===== config.mk =====
export PLATFORM = sky130hd
export DESIGN_NAME = cell_fault_locator
export DESIGN_NICKNAME = d
export VERILOG_FILES = /design/src/rtl/cf_pkg.sv /design/src/rtl/cf_sag_timer.sv /design/src/rtl/cf_predict.sv /design/src/rtl/cf_argmin_scan.sv /design/src/rtl/cell_fault_locator.sv
export SDC_FILE = /design/constraint.sdc
export NUM_CORES = 1
export LEC_CHECK = 0
export ABC_AREA = 1
export BUFFER_PORTS_ARGS = -buffer_cell sky130_fd_sc_hd__buf_2
export CORE_MARGIN = 2
export CORE_UTILIZATION = 57
export CTS_CLUSTER_DIAMETER = 100
export DETAILED_ROUTE_END_ITERATION = 8
export PLACE_DENSITY = 0.75
export SYNTH_ARGS = -nofsm -noshare
export SYNTH_HDL_FRONTEND = slang
export SYNTH_SLANG_ARGS = --single-unit

===== constraint.sdc =====
create_clock -name clk -period 10.2 [get_ports clk]
set_clock_uncertainty 0.2 [all_clocks]
set_input_delay 2.04 -clock clk [delete_from_list [all_inputs] [get_ports clk]]
set_output_delay 2.04 -clock clk [all_outputs]
set_load 0.01 [all_outputs]

===== src/rtl/cf_pkg.sv =====
package cf_pkg;

   // Signed level of one full-bridge cell from its two gate commands.
   function automatic logic signed [1:0] cell_level(input logic hi, input logic lo);
      if (hi && !lo)      return 2'sd1;
      else if (!hi && lo) return -2'sd1;
      else                return 2'sd0;
   endfunction

endpackage


===== src/rtl/cf_sag_timer.sv =====
module cf_sag_timer #(
   parameter int VW = 16,
   parameter int DW = 24
) (
   input  logic                 clk,
   input  logic                 rst_n,
   input  logic                 en,
   input  logic signed [VW-1:0] v_meas,
   input  logic signed [VW-1:0] v_thresh,
   input  logic [DW-1:0]        hold,
   output logic                 trip
);
   logic          under;
   logic [DW-1:0] run_q;

   assign under = (v_meas < v_thresh);
   assign trip  = en && under && (run_q >= hold);

   always_ff @(posedge clk) begin
      if (!rst_n || !en || !under) run_q <= '0;
      else if (run_q != {DW{1'b1}}) run_q <= run_q + 1'b1;
   end

   // a trip with a nonzero hold needs a sag sample on the previous clock
   a_r5_sag_precedes: assert property (@(posedge clk) disable iff (!rst_n)
      (trip && hold != '0) |-> $past(under));
   // no trip on a sample at or above the threshold
   a_r4_strict_below: assert property (@(posedge clk) disable iff (!rst_n)
      trip |-> (v_meas < v_thresh));
endmodule


===== src/rtl/cf_predict.sv =====
module cf_predict import cf_pkg::*; #(
   parameter int N_CELLS = 5,
   parameter int VW      = 16,
   parameter int EW      = 20,
   parameter int IW      = 3
) (
   input  logic [N_CELLS-1:0]   hi,
   input  logic [N_CELLS-1:0]   lo,
   input  logic [IW-1:0]        sel,
   input  logic signed [VW-1:0] v_nom,
   input  logic signed [VW-1:0] v_meas,
   output logic [EW-1:0]        err
);
   logic signed [EW-1:0] nom_x, meas_x, acc, diff;

   assign nom_x  = {{(EW-VW){v_nom[VW-1]}},  v_nom};
   assign meas_x = {{(EW-VW){v_meas[VW-1]}}, v_meas};

   always_comb begin
      acc = '0;
      for (int j = 0; j < N_CELLS; j++) begin
         if (IW'(j) != sel) begin
            case (cell_level(hi[j], lo[j]))
               2'sd1:   acc = acc + nom_x;
               -2'sd1:  acc = acc - nom_x;
               default: acc = acc;
            endcase
         end
      end
      diff = meas_x - acc;
      err  = (diff < 0) ? EW'(-diff) : EW'(diff);
   end
endmodule


===== src/rtl/cf_argmin_scan.sv =====
module cf_argmin_scan #(
   parameter int N_CELLS = 5,
   parameter int EW      = 20,
   parameter int IW      = 3
) (
   input  logic          clk,
   input  logic          rst_n,
   input  logic          clr,
   input  logic          start,
   input  logic [EW-1:0] err,
   output logic [IW-1:0] sel,
   output logic          busy,
   output logic          done,
   output logic [IW-1:0] win
);
   localparam logic [IW-1:0] LAST = IW'(N_CELLS - 1);

   logic [EW-1:0] best_q;
   logic          take;

   // strict less-than keeps the earlier index on equal errors
   assign take = (sel == '0) || (err < best_q);

   always_ff @(posedge clk) begin
      if (!rst_n || clr) begin
         busy   <= 1'b0;
         done   <= 1'b0;
         sel    <= '0;
         best_q <= '0;
         win    <= '0;
      end else begin
         done <= 1'b0;
         if (!busy) begin
            if (start) begin
               busy <= 1'b1;
               sel  <= '0;
            end
         end else begin
            if (take) begin
               best_q <= err;
               win    <= sel;
            end
            if (sel == LAST) begin
               busy <= 1'b0;
               done <= 1'b1;
            end else begin
               sel <= sel + 1'b1;
            end
         end
      end
   end

   a_r3_index_in_range: assert property (@(posedge clk) disable iff (!rst_n)
      busy |-> (sel <= LAST));
   a_r6_done_after_last: assert property (@(posedge clk) disable iff (!rst_n)
      (busy && sel == LAST && !clr) |=> done);
endmodule


===== src/rtl/cell_fault_locator.sv =====
module cell_fault_locator import cf_pkg::*; #(
   parameter int N_CELLS = 5,
   parameter int VW      = 16,
   parameter int DW      = 24
) (
   input  logic                              clk,
   input  logic                              rst_n,
   input  logic [N_CELLS-1:0]                gate_hi,
   input  logic [N_CELLS-1:0]                gate_lo,
   input  logic signed [VW-1:0]              v_meas,
   input  logic signed [VW-1:0]              v_cell_nom,
   input  logic signed [VW-1:0]              v_thresh,
   input  logic [DW-1:0]                     hold_cycles,
   input  logic                              clr,
   output logic                              fault_flag,
   output logic [((N_CELLS>1)?$clog2(N_CELLS):1)-1:0] fault_cell,
   output logic [N_CELLS-1:0]                bypass_en
);
   localparam int IW = (N_CELLS > 1) ? $clog2(N_CELLS) : 1;
   localparam int EW = VW + $clog2(N_CELLS + 1) + 1;

   generate
      if (N_CELLS < 2 || N_CELLS > 64) begin : g_bad_cells
         $error("N_CELLS out of range");
      end
      if (VW < 4 || DW < 1) begin : g_bad_width
         $error("VW or DW too small");
      end
   endgenerate

   logic                 locked, trip, busy, done;
   logic [IW-1:0]        sel, win;
   logic [EW-1:0]        err;
   logic [N_CELLS-1:0]   snap_hi, snap_lo, hit;
   logic signed [VW-1:0] snap_meas, snap_nom;

   assign locked = |bypass_en;

   cf_sag_timer #(.VW(VW), .DW(DW)) u_timer (
      .clk(clk), .rst_n(rst_n), .en(!locked && !busy && !done && !clr),
      .v_meas(v_meas), .v_thresh(v_thresh), .hold(hold_cycles), .trip(trip));

   // freeze the operating point seen at the trip clock
   always_ff @(posedge clk) begin
      if (!rst_n) begin
         snap_hi   <= '0;
         snap_lo   <= '0;
         snap_meas <= '0;
         snap_nom  <= '0;
      end else if (trip) begin
         snap_hi   <= gate_hi;
         snap_lo   <= gate_lo;
         snap_meas <= v_meas;
         snap_nom  <= v_cell_nom;
      end
   end

   cf_predict #(.N_CELLS(N_CELLS), .VW(VW), .EW(EW), .IW(IW)) u_pred (
      .hi(snap_hi), .lo(snap_lo), .sel(sel), .v_nom(snap_nom),
      .v_meas(snap_meas), .err(err));

   cf_argmin_scan #(.N_CELLS(N_CELLS), .EW(EW), .IW(IW)) u_scan (
      .clk(clk), .rst_n(rst_n), .clr(clr), .start(trip), .err(err),
      .sel(sel), .busy(busy), .done(done), .win(win));

   genvar c;
   generate
      for (c = 0; c < N_CELLS; c++) begin : g_hit
         assign hit[c] = done && (win == IW'(c));
      end
   endgenerate

   always_ff @(posedge clk) begin
      if (!rst_n || clr) begin
         bypass_en  <= '0;
         fault_flag <= 1'b0;
         fault_cell <= '0;
      end else if (done && !locked) begin
         bypass_en  <= hit;
         fault_flag <= 1'b1;
         fault_cell <= win;
      end
   end

   a_r7_one_bypass: assert property (@(posedge clk) disable iff (!rst_n)
      $onehot0(bypass_en));
   a_r7_flag_matches: assert property (@(posedge clk) disable iff (!rst_n)
      fault_flag == (bypass_en != '0));
   a_r7_bypass_held: assert property (@(posedge clk) disable iff (!rst_n)
      (locked && !clr) |=> $stable(bypass_en) && $stable(fault_cell));
   a_r8_no_scan_when_locked: assert property (@(posedge clk) disable iff (!rst_n)
      locked |-> !busy);
   a_r9_clear_releases: assert property (@(posedge clk) disable iff (!rst_n)
      clr |=> (bypass_en == '0) && !fault_flag);
endmodule


# Word-level counts from Yosys, hierarchy flattened
# Cells that the tools add are included.
totals:
  regBits: 103
  input_bits: 85
  output_inout_bits: 9
  elab_cells: 135
classes:
  n_addsub: 13
  order_cmp: 4
  n_eq_ne: 21
  n_mux: 33
  bitwise: 1
  n_reduce_logical: 50
op_table:
  columns: ["operator", "count"]
  rows:
  - ["case mux 20 bit (2 select lines)", 5]
  - ["two-way mux 20 bit", 6]
  - ["adder 20 x 16 -> 20 bit", 4]
  - ["subtractor 20 x 16 -> 20 bit", 4]
  - ["two-way mux 2 bit", 15]
  - ["adder 24 x 1 -> 24 bit (second input constant)", 1]
  - ["greater-or-equal comparator 24 bit", 1]
  - ["!= test 24 bit (second input constant)", 1]
  - ["logical AND 1 bit", 21]
  - ["< comparator 20 x 1 -> 1 bit (second input constant)", 1]
  - ["< comparator 20 bit", 1]
  - ["negator 20 bit", 1]
  - ["subtractor 16 x 20 -> 20 bit", 1]
  - ["logical NOT 1 bit", 17]
  - ["subtractor 1 x 16 -> 17 bit (first input constant)", 1]
  - ["< comparator 16 bit", 1]
  - ["== test 2 x 1 -> 1 bit (second input constant)", 5]
  - ["== test 2 bit (second input constant)", 5]
  - ["two-way mux 3 bit", 3]
  - ["== test 3 x 2 -> 1 bit (second input constant)", 2]
  - ["== test 3 bit (second input constant)", 2]
  - ["logical NOT 3 bit", 2]
  - ["!= test 2 x 3 -> 1 bit (first input constant)", 2]
  - ["OR reduction 5 bit", 1]
  - ["other kinds (12)", 19]

# Logic depth before layout (Yosys ltp)
depth:
  word_depth: 26
  mapped_depth: 91
  depth_no_buf: 88

# Cells and area by module
# Synthesis repeated with hierarchy kept, for this count alone.
hier_totals:
  cells_unflattened: 2165
  area_unflattened_um2: 13252.7
by_module_without_submodules:
  columns: ["module", "n_inst", "cells_per_inst", "area_each_um2", "seq_area_each_um2"]
  rows:
  - ["cf_predict", 1, 1296, 7143.1, 0.0]
  - ["cf_sag_timer", 1, 359, 2446.1, 480.5]
  - ["cell_fault_locator", 1, 242, 1843.0, 1021.0]
  - ["cf_argmin_scan", 1, 268, 1820.5, 560.5]

# Worst setup path after synthesis
# Ideal clock, no wire load.
synth_timing:
  path_kind: "register to register"
  start: "register u_scan.sel[0]"
  end: "register u_scan.best_q[12]"
  setup_ns: 0.141
  arrival_time_ns: 10.592
  required_ns: 9.859
  path_slack_ns: -0.733
  stages_incl_launch_ff: 82
  path_buffers: 3
  synth_period_minus_slack_ns: 10.933
  cell_sequence: "dfxtp_1 inv_1 ha_1 nand2_1 inv_1 nor2_2 buf_2 inv_1 a21oi_1 fa_1 nand2_1 nand2_1 fa_1 nor2_1 a31oi_1 ha_1 nand2_1 nor2_1 (+46 left out) a21oi_1 o21ai_0 a21oi_1 o21bai_1 a21oi_1 nor2_1 o21a_1 o2111ai_1 nand2_1 a21oi_1 nor2_1 a211oi_1 o21ai_0 nand2_1 nand2_1 clkinv_1 clkbuf_1 a21oi_1"
synth_via:
  elab_chain_len: 20
  elab_cells_between_ends: 30
  cone_classes: "add/sub (10); order compare (2); eq/ne (4); mux (10); reduce/logical (4)"
synth_lines:
  columns: ["element", "line_no", "text"]
  rows:
  - ["start: declaration", "cf_argmin_scan.sv:11", "output logic [IW-1:0] sel,"]
  - ["start signal: assignment", "cf_argmin_scan.sv:47", "sel <= sel + 1'b1;"]
  - ["nonzero test 3 bit", "cf_predict.sv:22", "if (IW'(j) != sel) begin"]
  - ["two-way mux 20 bit", "cf_predict.sv:22", null]
  - ["subtractor 20 x 16 -> 20 bit / adder 20 x 16 -> 20 bit (equally long branches)", "cf_predict.sv:25, cf_predict.sv:24", null]
  - ["case mux 20 bit (2 select lines)", "cf_predict.sv:23", "case (cell_level(hi[j], lo[j]))"]
  - ["two-way mux 20 bit", "cf_predict.sv:22", null]
  - ["subtractor 20 x 16 -> 20 bit / adder 20 x 16 -> 20 bit (equally long branches)", "cf_predict.sv:25, cf_predict.sv:24", null]
  - ["case mux 20 bit (2 select lines)", "cf_predict.sv:23", null]
  - ["two-way mux 20 bit", "cf_predict.sv:22", null]
  - ["(+5 left out)", null, null]
  - ["two-way mux 20 bit *", "cf_predict.sv:22", null]
  - ["subtractor 16 x 20 -> 20 bit *", "cf_predict.sv:30", "diff = meas_x - acc;"]
  - ["negator 20 bit / < comparator 20 x 1 -> 1 bit (equally long branches)", "cf_predict.sv:31", "err = (diff < 0) ? EW'(-diff) : EW'(diff);"]
  - ["two-way mux 20 bit *", "cf_predict.sv:31", null]
  - ["net err[3]", "cell_fault_locator.sv:33", "logic [EW-1:0] err;"]
  - ["< comparator 20 bit *", "cf_argmin_scan.sv:22", "assign take = (sel == '0) || (err < best_q);"]
  - ["logical OR 1 bit *", "cf_argmin_scan.sv:22", null]
  - ["AND reduction 2 bit (no line) *", null, null]
  - ["end signal: assignment", "cf_argmin_scan.sv:40", "best_q <= err;"]
  - ["end: declaration", "cf_argmin_scan.sv:18", "logic [EW-1:0] best_q;"]
# The timed path passes the listed nets; every way through them passes the cells marked *.
# A chain may end at the register's enable or synchronous reset.

# Worst setup path after layout
layout_timing:
  start: "register u_scan.sel[0]"
  end: "register u_scan.best_q[1]"
# Same word-level chain as after synthesis.

==> flow_summary.json <==
{
  "rows": 54,
  "yosys_register_bits": 103,
  "violations": "negative setup slack",
  "grt_overflow": 0,
  "dp_hpwl_microns": 29800,
  "layout_setup_ws_ns": -0.790,
  "slew_headroom": 0.273,
  "crit_slowest_cell": "ha_1",
  "worst_setup_path_start_kind": "flop",
  "avgSynthCellArea_sq_um": 6.43,
  "ff2ff_path_depth": 85,
  "placedCellCount": 2578,
  "drive_gt1_frac": 0.300,
  "drc": 0,
  "hold_violations": 0,
  "cts.sinks": 103,
  "tightest_slew_ns": 1.09,
  "ys_warn_count": 0,
  "synth_top_cell_by_area": "ha_1",
  "finalNetCount": 2615,
  "ctsHoldBuffers": 0,
  "area_growth_pct": 32.9,
  "max_freq_ghz": 0.0910,
  "cts_buffers": 9,
  "postSynth.asyncResetShare": 0,
  "vias": 14700,
  "grt_util_all_layers": 0.327,
  "core_area_sq_mm": 0.0220,
  "pin_count": 94,
  "synthesis.area_sq_mm": 0.0128,
  "path_class": "reg -> reg",
  "hold_path.class": "reg -> reg",
  "fin_crit_sh": 1.08,
  "yosys.cell_count.top_type": "nand2_1",
  "die_y_microns": 154,
  "portBuffers": 93,
  "insertion_delay_ns": 0.38,
  "r2r-start": "u_scan.sel[0]$_SDFFE_PP0P_",
  "syn_inst": 1995,
  "cts_max_path_buffers": 2,
  "slowest_delay_ns": 0.36,
  "end_kind": "flop",
  "power.leakage_nw": 8.84,
  "synthFlopType": "dfxtp_1",
  "ant_nets": 0,
  "finalSetupViolCount": 23,
  "maxSlewViolCount": 0,
  "pwr-share-seq": 0.474,
  "critPathTopFamily": "compound AO/OA/AOI/OAI gates",
  "antenna_found_initial": 0,
  "hold_path_end": "fault_cell[2]$_SDFFE_PP0P_",
  "worstPathArrival_ns": 11.06,
  "dr.pass1.iters": 5,
  "die-area_sq_mm": 0.0237,
  "critPathMostFrequentCell": "nand2_1",
  "gp_congestion": 0.920,
  "sw_frac_of_total": 0.284,
  "initial_core_util": 0.584,
  "finalSetupTns_ns": -17.40,
  "required_ns": 10.27,
  "cts_tree": "built",
  "power.density_mw_per_mm2": 49.8,
  "p_int_w": 0.000607,
  "drt-initial-drc-count": 928,
  "synth_fp_nets": 2250,
  "pwr-share-comb": 0.062,
  "yosys.area.top_type_share": 0.161,
  "ys_seq_area_frac": 0.161,
  "power_w": 0.000849,
  "htreeDepth": 3,
  "grt_max_degree": 71,
  "drv_cap": 0,
  "rsz0062_at_grt": "true",
  "place_area_sq_mm": 0.0155,
  "synthTopCellsByCount": "390 x nand2_1, 289 x inv_1, 195 x a21oi_1",
  "clockPowerShare": 0.463,
  "critical_path_buf_inv_count": 18,
  "whs_path_depth": 2,
  "regToRegEndpoint": "u_scan.best_q[1]$_SDFFE_PP0P_",
  "synth_cell_types": 54,
  "die_width_microns": 154,
  "diodes": 0,
  "synth-edff-count": 0,
  "via_per_inst": 5.57,
  "grt_pass1_wl_microns": 64900,
  "holdWs_ns": 0.268,
  "wl_microns": 40400,
  "vdd_drop_max_uv": 70.3,
  "power_switching_w": 0.000241,
  "stdcell_count": 2645,
  "status": "finished, violations left",
  "final_area_sq_mm": 0.0170,
  "clockRootBuffer": "clkbuf_16",
  "clk_pin_slew_ns": 0.09,
  "grt_pass1_vias": 14400,
  "holdCritStartpoint": "fault_cell[2]$_SDFFE_PP0P_",
  "cp.depth": 85,
  "reg2reg_setup_slack_ns": -0.79,
  "wl_per_cell_microns": 15.3,
  "period_needed_ns": 10.99,
  "synth.area.top_cells": "ha_1 16%, dfxtp_1 16%, nand2_1 11%, inv_1 8.5%, a21oi_1 7.6%",
  "cp_max_fo": 8
}
[logic make-up after synthesis]
group           count (synthesis)  share of synthesized area
mux                             2                    0.00156
flops                         103                      0.161
simple gates                  773                      0.280
buf+inv                       359                      0.109
fa+ha+maj                     170                      0.169
compound gates                481                      0.206
xor+xnor                      107                     0.0743
[cell usage in the layout (no fill, tap or decap), types with 65 or more instances in the layout]
cell | Yosys | final
nand2_1 | 390 | 376
inv_1 | 289 | 278
nand3_1 | 88 | 84
buf_2 | 4 | 93
ha_1 | 165 | 143
buf_4 | 0 | 304
a21oi_1 | 195 | 153
nor2_1 | 138 | 128
dfxtp_1 | 103 | 99
xor2_1 | 67 | 65
o21ai_0 | 185 | 133
[sequential cells by signal, summed over array words and instances, names as in the netlist, 3 cells and up]
name           flops
snap_hi            5
u_scan.best_q     20
snap_lo            5
u_timer.run_q     24
snap_meas         16
fault_cell         3
bypass_en          5
snap_nom          16
u_scan.sel         3
u_scan.win         3
[final cells by class]
cell class	instances	area, sq um
sequential	103	2070
timing repair buffer	409	2960
clock inverter	7	100
inverter	304	1150
clock buffer	9	225
multi-input combinational	1533	10200
tap	280	350
fill	1630	4920
[metrics by stage]
step | utilization | setup slack [ns]
3_3_place_gp | 0.706 | -0.266
5_1_grt | 0.776 | -1.46
6_report | 0.776 | -0.790
2_1_floorplan | - | 0.000443
4_1_cts | 0.754 | -0.376
3_5_place_dp | 0.706 | -0.712
[per-layer routing]
metal / track usage / share of wire / vias up
met5: 0 / 0 / -
met4: 0.108 / 0.027 / 0
met1: 0.395 / 0.42 / 6806
li1: - / - / 7337
met3: 0.0417 / 0.053 / 111
met2: 0.599 / 0.50 / 471
[worst max path at each step]
stage	startpoint	to	slack [ns]
2_1_floorplan	u_scan.sel[0]$_SDFFE_PP0P_	u_scan.best_q[1]$_SDFFE_PP0P_	0.0004
3_3_place_gp	u_scan.sel[0]$_SDFFE_PP0P_	u_scan.best_q[2]$_SDFFE_PP0P_	-0.27
3_5_place_dp	u_scan.sel[0]$_SDFFE_PP0P_	u_scan.best_q[3]$_SDFFE_PP0P_	-0.71
4_1_cts	u_scan.sel[1]$_SDFFE_PP0P_	u_scan.best_q[14]$_SDFFE_PP0P_	-0.38
5_1_grt	u_scan.sel[1]$_SDFFE_PP0P_	u_scan.best_q[1]$_SDFFE_PP0P_	-1.46
6_report	u_scan.sel[0]$_SDFFE_PP0P_	u_scan.best_q[1]$_SDFFE_PP0P_	-0.79
[worst register-to-register path: cells and delay by family (launching register included)]
family                   cells  cell delay [ns]
adder cells (fa/ha/maj)      7             1.91
AND/OR/NAND/NOR             29             2.52
buffers and inverters       18             1.68
AO/OA/AOI/OAI               27             3.53
XOR/XNOR                     4             0.67
flip-flops                   1             0.35
[timing repair]
item                                   in CTS  in global routing
gates resized for setup                   115                 90
buffers inserted                           34                 17
setup endpoints to repair                  23                 23
endpoints found under the hold margin       0                  0
pin swaps                                  64                 92
cloned                                      3                  0
[power groups by stage]
stage / registers, W / clock network (W) / logic, W
2_1_floorplan: 0.000412 / 0 / 0.0000258
3_3_place_gp: 0.000412 / 0 / 0.0000495
3_5_place_dp: 0.000412 / 0 / 0.0000514
4_1_cts: 0.000403 / 0.000393 / 0.0000522
5_1_grt: 0.000403 / 0.000406 / 0.0000598
6_report: 0.000403 / 0.000393 / 0.0000528
(Power assumes the default switching activity.)
